<file path="config.mk">
export PLATFORM = sky130hd
export DESIGN_NAME = host_cmd_responder
export DESIGN_NICKNAME = d
export VERILOG_FILES = /design/src/rtl/rsp_pkg.sv /design/src/rtl/rsp_sec_counter.sv /design/src/rtl/rsp_cmd_decode.sv /design/src/rtl/rsp_reply_sel.sv /design/src/rtl/host_cmd_responder.sv
export SDC_FILE = /design/constraint.sdc
export NUM_CORES = 1
export LEC_CHECK = 0
export CORE_UTILIZATION = 45
export DETAILED_ROUTE_END_ITERATION = 8
export PLACE_DENSITY = 0.72
export SETUP_SLACK_MARGIN = 0.05
export SLEW_MARGIN = 0
export SYNTH_ARGS = -nofsm -noshare
export SYNTH_HDL_FRONTEND = slang
export SYNTH_HIERARCHICAL = 1
export SYNTH_SLANG_ARGS = --single-unit
</file>
<file path="constraint.sdc">
create_clock -name clk -period 3.7 [get_ports clk]
set_input_delay 0.37 -clock clk [delete_from_list [all_inputs] [get_ports clk]]
set_output_delay 0.37 -clock clk [all_outputs]
set_load 0.01 [all_outputs]
</file>
<file path="src/rtl/rsp_pkg.sv">
package rsp_pkg;

    // packet classes
    localparam logic [7:0] CLS_BUS = 8'h00;
    localparam logic [7:0] CLS_CTL = 8'h01;
    localparam logic [7:0] CLS_ERR = 8'h02;

    // error codes and poll tag
    localparam logic [7:0] ERR_UNKNOWN = 8'h02;
    localparam logic [7:0] ERR_BADARG  = 8'h05;
    localparam logic [7:0] POLL_TAG    = 8'h40;

    // control opcodes
    localparam logic [7:0] OP_AUTOPOLL  = 8'h01;
    localparam logic [7:0] OP_GET_TIME  = 8'h03;
    localparam logic [7:0] OP_SET_TIME  = 8'h09;
    localparam logic [7:0] OP_POWER_OFF = 8'h0A;
    localparam logic [7:0] OP_RESTART   = 8'h11;
    localparam logic [7:0] OP_FS_FLAG   = 8'h13;
    localparam logic [7:0] OP_SET_RATE  = 8'h14;
    localparam logic [7:0] OP_SET_MASK  = 8'h19;
    localparam logic [7:0] OP_PWR_MSG   = 8'h21;

    typedef struct packed {
        logic       known;
        logic [2:0] nargs;
    } op_info_t;

    typedef struct packed {
        logic        set_poll_en;
        logic        poll_en;
        logic        set_rate;
        logic [7:0]  rate;
        logic        set_mask;
        logic [15:0] mask;
        logic        set_secs;
        logic [31:0] secs;
        logic        power_off;
        logic        restart;
    } effect_t;

    typedef enum logic [1:0] {
        SRC_NONE,
        SRC_CMD,
        SRC_POLL_NEW,
        SRC_POLL_HELD
    } src_e;

    function automatic op_info_t op_lookup(input logic [7:0] c);
        op_info_t o;
        o.known = 1'b1;
        case (c)
            OP_GET_TIME, OP_POWER_OFF, OP_RESTART:          o.nargs = 3'd0;
            OP_AUTOPOLL, OP_FS_FLAG, OP_SET_RATE, OP_PWR_MSG: o.nargs = 3'd1;
            OP_SET_MASK:                                   o.nargs = 3'd2;
            OP_SET_TIME:                                   o.nargs = 3'd4;
            default: begin
                o.known = 1'b0;
                o.nargs = 3'd0;
            end
        endcase
        return o;
    endfunction

endpackage

</file>
<file path="src/rtl/rsp_sec_counter.sv">
module rsp_sec_counter #(
    parameter int SEC_TICKS = 50_000_000
) (
    input  logic        clk,
    input  logic        rst,
    input  logic        load,
    input  logic [31:0] load_val,
    output logic [31:0] secs
);
    localparam int TW = (SEC_TICKS > 1) ? $clog2(SEC_TICKS) : 1;
    localparam logic [TW-1:0] LAST = TW'(SEC_TICKS - 1);

    logic [TW-1:0] tick;

    always_ff @(posedge clk) begin
        if (rst) begin
            tick <= '0;
            secs <= '0;
        end else if (load) begin
            tick <= '0;
            secs <= load_val;
        end else if (tick == LAST) begin
            tick <= '0;
            secs <= secs + 32'd1;
        end else begin
            tick <= tick + 1'b1;
        end
    end
endmodule

</file>
<file path="src/rtl/rsp_cmd_decode.sv">
module rsp_cmd_decode
    import rsp_pkg::*;
#(
    parameter int IN_BYTES  = 8,
    parameter int OUT_BYTES = 10,
    parameter int IN_LW     = 4,
    parameter int OUT_LW    = 4
) (
    input  logic                   pkt_valid,
    input  logic [IN_LW-1:0]       pkt_len,
    input  logic [IN_BYTES*8-1:0]  pkt_data,
    input  logic [31:0]            secs,
    output logic                   has_reply,
    output logic [OUT_LW-1:0]      rep_len,
    output logic [OUT_BYTES*8-1:0] rep_flat,
    output logic                   fwd,
    output effect_t                fx
);
    logic [7:0] b [IN_BYTES];
    logic [7:0] r [OUT_BYTES];
    logic [IN_LW-1:0] argc;
    op_info_t info;

    for (genvar i = 0; i < IN_BYTES; i++) begin : g_unpack
        assign b[i] = pkt_data[8*i +: 8];
    end
    for (genvar j = 0; j < OUT_BYTES; j++) begin : g_pack
        assign rep_flat[8*j +: 8] = r[j];
    end

    always_comb begin
        for (int k = 0; k < OUT_BYTES; k++) r[k] = 8'h00;
        has_reply = 1'b0;
        rep_len   = '0;
        fwd       = 1'b0;
        fx        = '0;
        info      = op_lookup(b[1]);
        argc      = pkt_len - IN_LW'(2);
        if (pkt_valid && pkt_len != '0 && b[0] == CLS_BUS) begin
            fwd = 1'b1;
        end else if (pkt_valid && pkt_len >= IN_LW'(2) && b[0] == CLS_CTL) begin
            has_reply = 1'b1;
            if (!info.known) begin
                r[0] = CLS_ERR; r[1] = ERR_UNKNOWN; r[2] = CLS_CTL; r[3] = b[1];
                rep_len = OUT_LW'(4);
            end else if (argc != IN_LW'(info.nargs) ||
                         (b[1] == OP_SET_RATE && b[2] == 8'h00)) begin
                r[0] = CLS_ERR; r[1] = ERR_BADARG; r[2] = CLS_CTL; r[3] = b[1];
                rep_len = OUT_LW'(4);
            end else begin
                r[0] = CLS_CTL; r[1] = 8'h00; r[2] = b[1];
                rep_len = OUT_LW'(3);
                case (b[1])
                    OP_AUTOPOLL: begin
                        fx.set_poll_en = 1'b1;
                        fx.poll_en     = (b[2] != 8'h00);
                    end
                    OP_GET_TIME: begin
                        r[3] = secs[31:24]; r[4] = secs[23:16];
                        r[5] = secs[15:8];  r[6] = secs[7:0];
                        rep_len = OUT_LW'(7);
                    end
                    OP_SET_TIME: begin
                        fx.set_secs = 1'b1;
                        fx.secs     = {b[2], b[3], b[4], b[5]};
                    end
                    OP_POWER_OFF: fx.power_off = 1'b1;
                    OP_RESTART:   fx.restart   = 1'b1;
                    OP_SET_RATE: begin
                        fx.set_rate = 1'b1;
                        fx.rate     = b[2];
                    end
                    OP_SET_MASK: begin
                        fx.set_mask = 1'b1;
                        fx.mask     = {b[2], b[3]};
                    end
                    default: ;
                endcase
            end
        end
    end
endmodule

</file>
<file path="src/rtl/rsp_reply_sel.sv">
module rsp_reply_sel
    import rsp_pkg::*;
#(
    parameter int OUT_BYTES  = 10,
    parameter int OUT_LW     = 4,
    parameter int POLL_BYTES = 8,
    parameter int PL_W       = 4
) (
    input  logic                    clk,
    input  logic                    rst,
    input  logic                    cmd_has,
    input  logic [OUT_LW-1:0]       cmd_len,
    input  logic [OUT_BYTES*8-1:0]  cmd_flat,
    input  logic                    poll_take,
    input  logic [PL_W-1:0]         poll_len,
    input  logic [POLL_BYTES*8-1:0] poll_data,
    output logic                    rep_valid,
    output logic [OUT_LW-1:0]       rep_len,
    output logic [OUT_BYTES*8-1:0]  rep_data
);
    localparam int OUT_W = OUT_BYTES * 8;

    src_e                    src;
    logic                    held_v;
    logic [PL_W-1:0]         held_len;
    logic [POLL_BYTES*8-1:0] held_data;
    logic [OUT_LW-1:0]       p_len;
    logic [OUT_W-1:0]        p_flat;

    always_comb begin
        if (cmd_has)        src = SRC_CMD;
        else if (held_v)    src = SRC_POLL_HELD;
        else if (poll_take) src = SRC_POLL_NEW;
        else                src = SRC_NONE;
        if (src == SRC_POLL_HELD) begin
            p_len  = OUT_LW'(held_len) + OUT_LW'(2);
            p_flat = OUT_W'({held_data, POLL_TAG, CLS_BUS});
        end else begin
            p_len  = OUT_LW'(poll_len) + OUT_LW'(2);
            p_flat = OUT_W'({poll_data, POLL_TAG, CLS_BUS});
        end
    end

    always_ff @(posedge clk) begin
        if (rst) begin
            rep_valid <= 1'b0;
            rep_len   <= '0;
            rep_data  <= '0;
            held_v    <= 1'b0;
            held_len  <= '0;
            held_data <= '0;
        end else begin
            rep_valid <= (src != SRC_NONE);
            case (src)
                SRC_CMD: begin
                    rep_len  <= cmd_len;
                    rep_data <= cmd_flat;
                end
                SRC_POLL_NEW, SRC_POLL_HELD: begin
                    rep_len  <= p_len;
                    rep_data <= p_flat;
                end
                default: ;
            endcase
            if (src == SRC_POLL_HELD) held_v <= 1'b0;
            if (poll_take && src != SRC_POLL_NEW && (!held_v || src == SRC_POLL_HELD)) begin
                held_v    <= 1'b1;
                held_len  <= poll_len;
                held_data <= poll_data;
            end
        end
    end
endmodule

</file>
<file path="src/rtl/host_cmd_responder.sv">
module host_cmd_responder
    import rsp_pkg::*;
#(
    parameter int          IN_BYTES   = 8,
    parameter int          POLL_BYTES = 8,
    parameter int          SEC_TICKS  = 50_000_000,
    parameter logic [7:0]  RATE_RESET = 8'd20,
    localparam int IN_LW     = $clog2(IN_BYTES + 1),
    localparam int PL_W      = $clog2(POLL_BYTES + 1),
    localparam int OUT_BYTES = (POLL_BYTES + 2 > 7) ? POLL_BYTES + 2 : 7,
    localparam int OUT_LW    = $clog2(OUT_BYTES + 1)
) (
    input  logic                        clk,
    input  logic                        rst,
    input  logic                        pkt_valid,
    input  logic [IN_LW-1:0]            pkt_len,
    input  logic [IN_BYTES*8-1:0]       pkt_data,
    input  logic                        poll_valid,
    input  logic [PL_W-1:0]             poll_len,
    input  logic [POLL_BYTES*8-1:0]     poll_data,
    output logic                        rep_valid,
    output logic [OUT_LW-1:0]           rep_len,
    output logic [OUT_BYTES*8-1:0]      rep_data,
    output logic                        bus_req,
    output logic [IN_LW-1:0]            bus_len,
    output logic [(IN_BYTES-1)*8-1:0]   bus_data,
    output logic                        poll_enable,
    output logic [7:0]                  poll_period_ms,
    output logic [15:0]                 poll_mask,
    output logic                        power_off_pulse,
    output logic                        restart_pulse
);
    logic [31:0]            secs;
    logic                   cmd_has;
    logic [OUT_LW-1:0]      cmd_len;
    logic [OUT_BYTES*8-1:0] cmd_flat;
    logic                   fwd;
    effect_t                fx;
    logic                   pd_arm;
    logic                   rs_arm;

    rsp_sec_counter #(.SEC_TICKS(SEC_TICKS)) u_secs (
        .clk      (clk),
        .rst      (rst),
        .load     (fx.set_secs),
        .load_val (fx.secs),
        .secs     (secs)
    );

    rsp_cmd_decode #(
        .IN_BYTES (IN_BYTES),
        .OUT_BYTES(OUT_BYTES),
        .IN_LW    (IN_LW),
        .OUT_LW   (OUT_LW)
    ) u_dec (
        .pkt_valid(pkt_valid),
        .pkt_len  (pkt_len),
        .pkt_data (pkt_data),
        .secs     (secs),
        .has_reply(cmd_has),
        .rep_len  (cmd_len),
        .rep_flat (cmd_flat),
        .fwd      (fwd),
        .fx       (fx)
    );

    rsp_reply_sel #(
        .OUT_BYTES (OUT_BYTES),
        .OUT_LW    (OUT_LW),
        .POLL_BYTES(POLL_BYTES),
        .PL_W      (PL_W)
    ) u_sel (
        .clk      (clk),
        .rst      (rst),
        .cmd_has  (cmd_has),
        .cmd_len  (cmd_len),
        .cmd_flat (cmd_flat),
        .poll_take(poll_valid && poll_enable),
        .poll_len (poll_len),
        .poll_data(poll_data),
        .rep_valid(rep_valid),
        .rep_len  (rep_len),
        .rep_data (rep_data)
    );

    always_ff @(posedge clk) begin
        if (rst) begin
            poll_enable     <= 1'b0;
            poll_period_ms  <= RATE_RESET;
            poll_mask       <= 16'hFFFF;
            pd_arm          <= 1'b0;
            rs_arm          <= 1'b0;
            power_off_pulse <= 1'b0;
            restart_pulse   <= 1'b0;
            bus_req         <= 1'b0;
            bus_len         <= '0;
            bus_data        <= '0;
        end else begin
            if (fx.set_poll_en) poll_enable    <= fx.poll_en;
            if (fx.set_rate)    poll_period_ms <= fx.rate;
            if (fx.set_mask)    poll_mask      <= fx.mask;
            pd_arm          <= fx.power_off;
            rs_arm          <= fx.restart;
            power_off_pulse <= pd_arm;
            restart_pulse   <= rs_arm;
            bus_req         <= fwd;
            if (fwd) begin
                bus_len  <= pkt_len - IN_LW'(1);
                bus_data <= pkt_data[IN_BYTES*8-1:8];
            end
        end
    end
endmodule

</file>
# Word-level counts from Yosys, hierarchy flattened
# Index checks and enable logic that the tools add are counted.
# word_totals
reg_bits	302
inputBits	140
output_inout_bits	173
word_cells	105
# op_classes
add_sub_neg	6
order_cmp	1
n_eq_ne	16
muxes	38
n_bitwise	2
reduce_logical	24
# ops
cell	count
$mux W63	4
$pmux W80 S2	1
$mux W56	2
$mux W32	3
$mux W80	1
$mux W26	2
$mux W24	2
$mux W33	1
$add A32 B1 Y32 const B	1
$eq A8 B5 Y1 const B	4
$add A26 B1 Y26 const B	1
$eq A26 B26 Y1 const B	1
$mux W4	5
$mux W17	1
$eq A8 B1 Y1 const B	2
$eq A8 B4 Y1 const B	2
$logic_not A8 Y1	2
$mux W9	1
$pmux W3 S3	1
$reduce_or A9 Y1	1
$add A4 B2 Y4 const B	2
$eq A8 B2 Y1 const B	1
$eq A8 B6 Y1 const B	1
$logic_and A1 B1 Y1	8
other kinds (21)	37

# Longest topological paths before layout
# logic_depth
depth_word	10
ltp_mapped	14
mapped_depth_nobuf	11

# Hierarchy
# The synthesis kept the hierarchy.
# modules_own_cells
mod	n_inst	cells_per_inst	area_each_um2	seq_area_each_um2
rsp_reply_sel	1	825	6750.2	3083.0
rsp_sec_counter	1	390	3294.4	1161.1
host_cmd_responder	1	293	3169.3	1801.7
rsp_cmd_decode	1	278	1784.2	0.0

# Least setup slack after synthesis
# No wires, ideal clock.
# synth_timing
path_kind	input to register
from	in pkt_data[9]
to	reg u_secs.secs[25]
setup_ns	0.060
t_arrival_ns	3.305
required_ns	3.640
slack_ns	0.335
path_stages	12
path_buffers	4
cell_sequence	buf_2 > or3b_4 > o21a_1 > a211o_1 > or4_4 > buf_6 > buf_6 > nor2_1 > clkbuf_1 > nor2_1 > a221oi_1 > and3_1
# synth_rtl
element	line_no	rtl
start, declared	host_cmd_responder.sv:17	input logic [IN_BYTES*8-1:0] pkt_data,
end signal, assigned	rsp_sec_counter.sv:21	secs <= load_val;
end signal, assigned	rsp_sec_counter.sv:24	secs <= secs + 32'd1;
end, declared	rsp_sec_counter.sv:8	output logic [31:0] secs

==> flow_metrics.env <==
export IMPL_routedWlPerCell_um=17.6
export IMPL_clkLatencyLatePin_ns=0.51
export IMPL_top_layer="met4"
export IMPL_rows=66
export IMPL_first_iter_violations=1061
export IMPL_synthFlopType="dfxtp_1"
export IMPL_gp_congestion=0.893
export IMPL_cp_end_kind="flop"
export IMPL_initial_utilization_pct=45.9
export IMPL_hp_class="input port to flop"
export IMPL_antenna_found_initial=2
export IMPL_leakage_uw=0.00655
export IMPL_slew_violations=0
export IMPL_crit_family="simple AND/OR/NAND/NOR gates"
export IMPL_fillers=2913
export IMPL_synth_avg_cell_area_um2=8.40
export IMPL_yosys_area_share_simple_pct=24.8
export IMPL_cts_clk_slew_worst_paths_ns=0.06
export IMPL_synth_enable_flop_cells=0
export IMPL_synth_top_cell_area_share_pct=40.3
export IMPL_cpPeakStageDelay_ns=0.56
export IMPL_yosysWarnings=6
export IMPL_syn_area_um2=15000
export IMPL_max_freq_ghz=0.336
export IMPL_p_per_area_nw_per_um2=360
export IMPL_status="finished clean"
export IMPL_maxSlewHeadroom_pct=14.3
export IMPL_design_portCount=313
export IMPL_hold_viol_final=0
export IMPL_die_area_um2=34100
export IMPL_cp_cell_sequence="clkdlybuf4s50_1 -> or3b_4 -> o21a_1 -> a211o_1 -> or4_4 -> nor2_1 -> inv_2 -> and4_1 -> a2111oi_0"
export IMPL_holdBufCountCts=0
export IMPL_worst_pin_slew_ns=1.28
export IMPL_hold_slack_ns=0.322
export IMPL_fin_crit_sh_pct=80.5
export IMPL_period_minus_slack_ns=2.98
export IMPL_seqCellArea_um2=6050
export IMPL_cts_tree="built"
export IMPL_track_usage_pct=25.1
export IMPL_cts_setup_buffers=0
export IMPL_cp_arrival_ns=3.36
export IMPL_viasPerCell=5.60
export IMPL_drtPass1Iterations=6
export IMPL_die_h_um=185
export IMPL_synth_xor_area_share_pct=2.91
export IMPL_drt_antenna_violating_nets=0
export IMPL_critPathBufInv=2
export IMPL_grt_max_degree=133
export IMPL_critPathMaxFanout=9
export IMPL_multi_input_area_um2=7880
export IMPL_synth_seq_cells=302
export IMPL_vias=13900
export IMPL_max_cap_violations=0
export IMPL_grt_first_pass_wirelength_um=69000
export IMPL_r2r_cells=5
export IMPL_worstSetupPathDepth=9
export IMPL_synthMostInstantiatedCell="dfxtp_1"
export IMPL_synthMuxAreaShare_pct=4.75
export IMPL_core_um2=32700
export IMPL_clock_skew_ns=0.0108
export IMPL_synth_commonest_cells="dfxtp_1, nor2_1, a21oi_1"
export IMPL_synth_top_family_by_area="simple AND/OR/NAND/NOR gates"
export IMPL_synth_largest_area_cell="dfxtp_1"
export IMPL_numCtsBuffers=35
export IMPL_fin_cells=2481
export IMPL_layout_drive_gt1_share_pct=8.35
export IMPL_grt_pass1_vias=13000
export IMPL_finalSetupTns_ns=0
export IMPL_ctsResizeCount=0
export IMPL_dp_cells=2419
export IMPL_cpMaxStageDelayCell="or4_4"
export IMPL_synthAdderAreaFrac_pct=0.417
export IMPL_port_buffers=312
export IMPL_rsz0062_at_grt="false"
export IMPL_root_buffer="clkbuf_16"
export IMPL_cts_sinks=302
export IMPL_ys_top_cells_by_area="dfxtp_1, mux2i_1, a21oi_1"
export IMPL_wl_um=43600
export IMPL_crit_required_ns=4.08
export IMPL_peakVddDrop_mv=0.250
export IMPL_die_w_um=185
export IMPL_worstSetupStartpointType="input port"
export IMPL_gr_total_overflow=0
export IMPL_met3WireLength_um=2570
export IMPL_synth_compound_area_share_pct=18.5
export IMPL_clockBufferDepth=3
export IMPL_nNetsFinal=2159
export IMPL_critPathKind="input port to flop"
export IMPL_m1WireLength_um=19200
export IMPL_seq_area_frac_synth_pct=40.3
export IMPL_drc=0
export IMPL_setup_viol=0
export IMPL_cts_max_level=2
export IMPL_async_flop_share_pct=0
export IMPL_syn_inst=1786
export IMPL_whs_path_depth=2
export IMPL_dr_wl_met2_um=20500
export IMPL_areaGrowthSynthToFinish_pct=29.5
export IMPL_yosysUniqueCellTypes=70
export IMPL_dp_hpwl_um=28700
[logic make-up after synthesis]
logic type	count (synthesis)
AOI/OAI and AO/OA	437
xor gates and xnor gates	49
adders and majority gates	5
buffers and inverters	257
DFF	302
muxes	71
other	1
and+or+nand+nor	664
[power breakdown]
group	total (uW)	internal, uW	switching (uW)
logic	338	176	162
registers	3260	3260	3.38
clock network	3390	2050	1340
[area by class of cell]
type / instances / share of cell area, %
clock inverter: 8 / 0.483
inverter: 53 / 1.04
tap: 442 / 2.85
clock buffer: 51 / 5.28
multi-input combinational: 1264 / 40.6
sequential: 302 / 31.1
antenna: 3 / 0.0387
timing repair buffer: 358 / 18.6
[path summary, 6_finish.rpt]
| kind | start | endpoint | slack, ns |
|---|---|---|---|
| worst min-delay path | rst | u_sel/held_data[8] | 0.32 |
| worst min register to register | u_secs/tick[0] | u_secs/tick[0] | 0.45 |
| worst max register to register | u_secs/tick[16] | u_secs/secs[12] | 1.22 |
| worst max-delay path | pkt_data[8] | u_secs/secs[30] | 0.72 |
[layer usage]
metal / global-route usage (%) / vias up
met4: 9.50 / 0
met3: 3.93 / 78
met2: 41.0 / 450
met1: 33.2 / 6612
li1: - / 6765
met5: 0 / -
[sequential cells by signal, indices dropped and copies added, names as in the netlist, 4 cells and up]
signal           cells
u_secs/tick         26
u_sel/rep_len        4
bus_data            56
poll_period_ms       8
u_sel/rep_data      80
u_secs/secs         32
bus_len              4
u_sel/held_data     64
poll_mask           16
u_sel/held_len       4
[metrics by stage]
step                      total power, uW  instance area, um2  util (%)  setup WS [ns]
after floorplan                      3470               15100         -          0.335
after global placement               3670               18300      55.9          0.303
after detailed placement             3670               18300      55.9          0.250
after CTS                            7070               19400      59.4          0.738
after global routing                 7240               19400      59.4          0.548
final                                6990               19400      59.4          0.722
[cells in the final DEF (no fill, tap or decap), types with 9 or more instances in the layout]
cell type        count
nor2b_1             29
clkdlybuf4s50_1    311
conb_1              38
a22o_1              15
mux2i_1             70
xnor2_1             26
o21ai_0            134
nor4_2              13
o311ai_0            61
inv_1               48
buf_4               35
and2_1              18
a211o_1             22
nand2_1            102
xor2_1              21
buf_12              11
clkbuf_8             9
nand3_1             91
dfxtp_1            301
nor3_1              46
a21oi_1            136
and4_1              16
nor3_2              27
a211oi_1            29
nand2b_1            71
nor2_1             140
clkbuf_16           35
nand4_1             28
and3_1              38
No activity file was read; power rests on OpenSTA's default activity.
